===== src/rtl/dram_rt_pkg.sv =====
package dram_rt_pkg;
  typedef enum logic [1:0] {
    SEL_STD_RCD  = 2'd0,
    SEL_STD_RP   = 2'd1,
    SEL_FAST_RCD = 2'd2,
    SEL_FAST_RP  = 2'd3
  } delay_sel_e;
endpackage


===== src/rtl/rt_region_profile.sv =====
module rt_region_profile #(
  parameter int ROW_W       = 14,
  parameter int REGION_BITS = 3
) (
  input  logic                   clk,
  input  logic                   rst_n,
  input  logic                   wr_en,
  input  logic [REGION_BITS-1:0] wr_idx,
  input  logic                   wr_fast,
  input  logic [ROW_W-1:0]       look_row,
  output logic                   look_fast
);
  localparam int NUM_REGIONS = 1 << REGION_BITS;

  function automatic logic [REGION_BITS-1:0] region_of(input logic [ROW_W-1:0] row);
    return row[ROW_W-1 -: REGION_BITS];
  endfunction

  logic [NUM_REGIONS-1:0] fast_q;

  always_ff @(posedge clk) begin
    if (!rst_n) fast_q <= '0;
    else if (wr_en) fast_q[wr_idx] <= wr_fast;
  end

  assign look_fast = fast_q[region_of(look_row)];

  assert_profile_write_R9: assert property (@(posedge clk) disable iff (!rst_n)
    wr_en |=> fast_q[$past(wr_idx)] == $past(wr_fast));
endmodule


===== src/rtl/rt_timing_select.sv =====
module rt_timing_select #(
  parameter int CNT_W = 4
) (
  input  logic             region_fast,
  input  logic             fallback,
  input  logic [CNT_W-1:0] std_rcd,
  input  logic [CNT_W-1:0] std_rp,
  input  logic [CNT_W-1:0] fast_rcd,
  input  logic [CNT_W-1:0] fast_rp,
  output logic             use_fast,
  output logic [CNT_W-1:0] trcd,
  output logic [CNT_W-1:0] trp
);
  function automatic logic [CNT_W-1:0] pick(input logic f,
                                            input logic [CNT_W-1:0] s,
                                            input logic [CNT_W-1:0] q);
    return f ? q : s;
  endfunction

  assign use_fast = region_fast && !fallback;
  assign trcd     = pick(use_fast, std_rcd, fast_rcd);
  assign trp      = pick(use_fast, std_rp, fast_rp);
endmodule


===== src/rtl/rt_bank_timer.sv =====
module rt_bank_timer #(
  parameter int CNT_W = 4
) (
  input  logic             clk,
  input  logic             rst_n,
  input  logic             load_rcd,
  input  logic             load_rp,
  input  logic [CNT_W-1:0] rcd_val,
  input  logic [CNT_W-1:0] rp_val,
  output logic             col_ready,
  output logic             act_ready
);
  logic [CNT_W-1:0] rcd_cnt, rp_cnt;

  function automatic logic [CNT_W-1:0] step(input logic ld,
                                            input logic [CNT_W-1:0] v,
                                            input logic [CNT_W-1:0] c);
    if (ld) return v;
    if (c != '0) return c - 1'b1;
    return c;
  endfunction

  always_ff @(posedge clk) begin
    if (!rst_n) begin
      rcd_cnt <= '0;
      rp_cnt  <= '0;
    end else begin
      rcd_cnt <= step(load_rcd, rcd_val, rcd_cnt);
      rp_cnt  <= step(load_rp, rp_val, rp_cnt);
    end
  end

  assign col_ready = (rcd_cnt == '0);
  assign act_ready = (rp_cnt == '0);

  assert_act_blocks_col_R5: assert property (@(posedge clk) disable iff (!rst_n)
    (load_rcd && rcd_val != '0) |=> !col_ready);
  assert_rcd_countdown_R5: assert property (@(posedge clk) disable iff (!rst_n)
    (!load_rcd && rcd_cnt != '0) |=> rcd_cnt == $past(rcd_cnt) - 1'b1);
  assert_pre_blocks_act_R6: assert property (@(posedge clk) disable iff (!rst_n)
    (load_rp && rp_val != '0) |=> !act_ready);
  assert_idle_col_holds_R7: assert property (@(posedge clk) disable iff (!rst_n)
    (!load_rcd && col_ready) |=> col_ready);
  assert_idle_act_holds_R7: assert property (@(posedge clk) disable iff (!rst_n)
    (!load_rp && act_ready) |=> act_ready);
endmodule


===== src/rtl/dram_region_timer.sv =====
module dram_region_timer
  import dram_rt_pkg::*;
#(
  parameter int ROW_W       = 14,
  parameter int REGION_BITS = 3,
  parameter int NUM_BANKS   = 4,
  parameter int CNT_W       = 4,
  parameter int STD_CYC     = 6,
  parameter int FAST_CYC    = 3,
  localparam int BANK_BITS  = (NUM_BANKS > 1) ? $clog2(NUM_BANKS) : 1
) (
  input  logic                   clk,
  input  logic                   rst_n,
  input  logic                   prof_we,
  input  logic [REGION_BITS-1:0] prof_idx,
  input  logic                   prof_fast,
  input  logic                   prof_loading,
  input  logic                   cfg_we,
  input  logic [1:0]             cfg_sel,
  input  logic [CNT_W-1:0]       cfg_val,
  input  logic                   cmd_valid,
  input  logic                   cmd_is_act,
  input  logic [BANK_BITS-1:0]   cmd_bank,
  input  logic [ROW_W-1:0]       cmd_row,
  output logic [CNT_W-1:0]       cur_trcd,
  output logic [CNT_W-1:0]       cur_trp,
  output logic [NUM_BANKS-1:0]   col_ready,
  output logic [NUM_BANKS-1:0]   act_ready
);
  logic [CNT_W-1:0] std_rcd_q, std_rp_q, fast_rcd_q, fast_rp_q;
  logic             region_fast, use_fast;

  always_ff @(posedge clk) begin
    if (!rst_n) begin
      std_rcd_q  <= CNT_W'(STD_CYC);
      std_rp_q   <= CNT_W'(STD_CYC);
      fast_rcd_q <= CNT_W'(FAST_CYC);
      fast_rp_q  <= CNT_W'(FAST_CYC);
    end else if (cfg_we) begin
      case (delay_sel_e'(cfg_sel))
        SEL_STD_RCD:  std_rcd_q  <= cfg_val;
        SEL_STD_RP:   std_rp_q   <= cfg_val;
        SEL_FAST_RCD: fast_rcd_q <= cfg_val;
        default:      fast_rp_q  <= cfg_val;
      endcase
    end
  end

  rt_region_profile #(.ROW_W(ROW_W), .REGION_BITS(REGION_BITS)) u_profile (
    .clk(clk), .rst_n(rst_n), .wr_en(prof_we), .wr_idx(prof_idx),
    .wr_fast(prof_fast), .look_row(cmd_row), .look_fast(region_fast)
  );

  rt_timing_select #(.CNT_W(CNT_W)) u_select (
    .region_fast(region_fast), .fallback(prof_loading),
    .std_rcd(std_rcd_q), .std_rp(std_rp_q),
    .fast_rcd(fast_rcd_q), .fast_rp(fast_rp_q),
    .use_fast(use_fast), .trcd(cur_trcd), .trp(cur_trp)
  );

  logic act_cmd, pre_cmd;
  assign act_cmd = cmd_valid && cmd_is_act;
  assign pre_cmd = cmd_valid && !cmd_is_act;

  for (genvar b = 0; b < NUM_BANKS; b++) begin : g_bank
    logic hit;
    assign hit = (cmd_bank == BANK_BITS'(b));
    rt_bank_timer #(.CNT_W(CNT_W)) u_timer (
      .clk(clk), .rst_n(rst_n),
      .load_rcd(act_cmd && hit), .load_rp(pre_cmd && hit),
      .rcd_val(cur_trcd), .rp_val(cur_trp),
      .col_ready(col_ready[b]), .act_ready(act_ready[b])
    );
  end

  assert_fallback_std_R4: assert property (@(posedge clk) disable iff (!rst_n)
    prof_loading |-> (cur_trcd == std_rcd_q && cur_trp == std_rp_q && !use_fast));
  assert_class_pair_R3: assert property (@(posedge clk) disable iff (!rst_n)
    use_fast |-> (cur_trcd == fast_rcd_q && cur_trp == fast_rp_q));
endmodule


===== config.mk =====
export PLATFORM = sky130hd
export DESIGN_NAME = dram_region_timer
export DESIGN_NICKNAME = d
export VERILOG_FILES = /design/src/rtl/dram_rt_pkg.sv /design/src/rtl/rt_region_profile.sv /design/src/rtl/rt_timing_select.sv /design/src/rtl/rt_bank_timer.sv /design/src/rtl/dram_region_timer.sv
export SDC_FILE = /design/constraint.sdc
export NUM_CORES = 1
export LEC_CHECK = 0
export BUFFER_PORTS_ARGS = -buffer_cell sky130_fd_sc_hd__buf_2
export CELL_PAD_IN_SITES_DETAIL_PLACEMENT = 1
export CELL_PAD_IN_SITES_GLOBAL_PLACEMENT = 2
export CORE_UTILIZATION = 38
export CTS_BUF_LIST = sky130_fd_sc_hd__clkbuf_4 sky130_fd_sc_hd__clkbuf_8
export CTS_CLUSTER_SIZE = 20
export DETAILED_ROUTE_END_ITERATION = 8
export PLACE_DENSITY_LB_ADDON = 0.1
export RECOVER_POWER = 50
export SYNTH_ARGS = -nofsm -noshare
export SYNTH_HDL_FRONTEND = slang
export SYNTH_SLANG_ARGS = --single-unit

===== constraint.sdc =====
create_clock -name clk -period 4.24 [get_ports clk]
set_input_delay 0.848 -clock clk [delete_from_list [all_inputs] [get_ports clk]]
set_output_delay 0.848 -clock clk [all_outputs]
set_load 0.03 [all_outputs]

==> metrics.cfg <==
[finish]
post_route_cells_drive_above_1_share = 0.1192
antenna_cells_inserted = 0
post-route-cell-area_um2 = 3749
post_route_core_utilization = 0.4257
design.final.nets = 469
area.growth.synth_to_final_pct = 7.038

[grt]
gr-total-overflow = 0
first_global_vias = 3045
track_usage = 0.2010
grt_max_degree = 40
first_pass_grt_wire_length_um = 15570
antenna_found_initial = 0

[synth]
post_synth_inst_count = 416
ys_ff_latch = 56
post_synth.cell_area_avg_um2 = 8.419
synth-edff-count = 0
post_synth_num_cell_types = 39
mappedNetlistNets = 457
ys_warn_count = 0
async_reset_ff_frac = 0
synth_area_um2 = 3502
yosysSeqAreaShare = 0.3201
ys_flop_type = dfxtp_1

[sta]
timing.setup.tns_ps = 0
finClkSkew_ps = 7.185
timing_hold_violations_final = 0
slew_at_the_pin_closest_to_its_max_slew_limit_ps = 1424
max_slew_margin = 0.05078
hold_ws_ps = 528.6
grt_setup_unrepaired = no
time_the_worst_path_needs_with_i_o_delays_and_setup_ps = 3661
drv_slew = 0
max_freq_mhz = 273.2
final-setup-viol-count = 0
timing.final.crit_share = 0.8634

[placed_design]
post-dp-hpwl_um = 6561
gp_congestion = 0.7297
portBuffers = 37
postPlaceCellArea_um2 = 3631

[outcome]
outcome = complete, but fails checks
violations_in_the_final_reports = design-rule violations

[setup_path]
cp_data_required_time_ps = 3390
reg2reg_slack_ps = 2260
worstPathArrival_ps = 2810
critPathLaunchType = input port
timing_worst_setup_path_type = input port to output pin
crit_path_end_kind = output pin
worstPathMaxFanout = 27

[clocking]
cts_inserted_buffers = 5
insertion_delay_ps = 310
cts.reportedPaths.clkPinSlew_ps = 100
cts_setup_buffers = 0
cts_hold_repair.buffers = 0
cts_repair_resize_count = 0
clkSinkCount = 56
cts_max_level = 2
cts.root.buffer_cell = clkbuf_8
cts_tree = done
clockBufferDepth = 2

[power]
power.static_leakage_nw = 1.516
vdd.ir_drop.worst_mv = 0.1645
power_density_nw_per_um2 = 565.1
finalPower_mw = 2.118

[floorplanning]
die_w_um = 98
design.die.area_um2 = 9604
floorplan.die.height_um = 98
start_util = 0.3977
std_cell_rows = 34
io_pins = 49
core_area_um2 = 8806

[worst_hold_path]
min_path_type = flip-flop to flip-flop

[detailed_routing]
drt_pass1_iterations = 6
routed-via-count = 3074
detail_route.vias_per_cell = 5.735
antenna_violating_nets_post_route = 0
post_drt_wl_per_cell_um = 17.61
drt_wl_total_um = 9437
detail_route.drc_violations = 1
detail_route.iter0.violations = 102

[flow_run]
maxCapViolations = 0

cell families (layout without fill, tap and decap cells):
family | Yosys count | count (layout) | share of synthesized area
adder cells (fa/ha/maj) | 8 | 8 | 0.02858
flip-flops | 56 | 56 | 0.3201
XOR/XNOR | 8 | 8 | 0.02001
AO/OA/AOI/OAI | 65 | 65 | 0.1250
buffers and inverters | 51 | 63 | 0.07824
AND/OR/NAND/NOR | 186 | 186 | 0.2887
multiplexers | 42 | 42 | 0.1393
worst max-delay path, cell delays in order:
cell and delay (ps):
buf_2 110, mux4_1 540, mux2i_1 290, or2_1 150, buf_4 320, mux2_1 370
buf_2 180
cells in the mapped netlist, types with 3 or more instances:
master,instances,area share
nand3b_1,6,0.013
xnor2_1,8,0.020
nand4bb_1,3,0.0096
dfxtp_1,56,0.32
a211oi_1,4,0.0086
nor3b_1,16,0.034
o21ai_0,32,0.046
mux2_4,6,0.026
clkbuf_1,18,0.019
inv_1,16,0.017
buf_6,4,0.013
buf_4,9,0.019
nand2_1,33,0.035
and4b_1,4,0.011
o211ai_1,8,0.017
nand4b_1,5,0.013
nand3_1,14,0.020
mux2i_1,32,0.091
ha_1,8,0.029
and2_1,8,0.014
nand2b_1,5,0.0089
o311ai_0,14,0.035
nor3_1,9,0.013
nor2_1,46,0.049
o311a_1,4,0.011
nor2b_1,20,0.036
nor4_1,12,0.021
through the flow:
stage,setup slack [ps],instances
floorplan,979.8,416
global placement,643.7,529
detailed placement,601.2,529
CTS,601.9,536
global route,461.0,536
finish,579.1,536
sequential cells by signal, indices dropped and copies added (netlist names):
| register | cells |
|---|---|
| fast_rp_q | 4 |
| std_rcd_q | 4 |
| g_bank.u_timer.rcd_cnt | 16 |
| fast_rcd_q | 4 |
| std_rp_q | 4 |
| g_bank.u_timer.rp_cnt | 16 |
| u_profile.fast_q | 8 |
report_power, final:
| group | internal, mW | total (mW) | switching [mW] |
|---|---|---|---|
| Clock | 0.233 | 0.418 | 0.185 |
| Sequential | 0.645 | 0.750 | 0.105 |
| Combinational | 0.417 | 0.950 | 0.533 |
metal layers:
metal,global-route usage,up-vias,share of wire
li1,-,1510,-
met5,0,-,0
met4,0.05594,0,0.017
met2,0.3332,46,0.47
met3,0.02362,11,0.028
met1,0.2753,1507,0.49
worst paths after layout:
path,startpoint,end,cells after the start
setup / recovery,cmd_row[12],cur_trcd[3],7
hold / removal,u_profile.fast_q[1],u_profile.fast_q[1],2
setup reg to reg,u_profile.fast_q[3],g_bank[1].u_timer.rp_cnt[2],5
hold reg to reg,u_profile.fast_q[1],u_profile.fast_q[1],2
final cells by class:
| type | instances | area, um2 |
|---|---|---|
| clock buffer | 5 | 68.82 |
| clock inverter | 2 | 60.06 |
| fill | 1070 | 5057 |
| inverter | 16 | 60.06 |
| multi-input combinational | 309 | 2103 |
| sequential | 56 | 1121 |
| tap | 108 | 135.1 |
| timing repair buffer | 40 | 200.2 |
layout by cell type (no fill, tap or decap), types with 9 or more instances in the layout:
cell / netlist / layout
dfxtp_1: 56 / 56
nor2_1: 46 / 46
buf_2: 2 / 34
mux2i_1: 32 / 33
nand2_1: 33 / 33
o21ai_0: 32 / 32
nor2b_1: 20 / 20
inv_1: 16 / 16
nor3b_1: 16 / 16
o311ai_0: 14 / 16
nand3_1: 14 / 14
nor4_1: 12 / 12
nor3_1: 9 / 9
(Power assumes the default switching activity.)
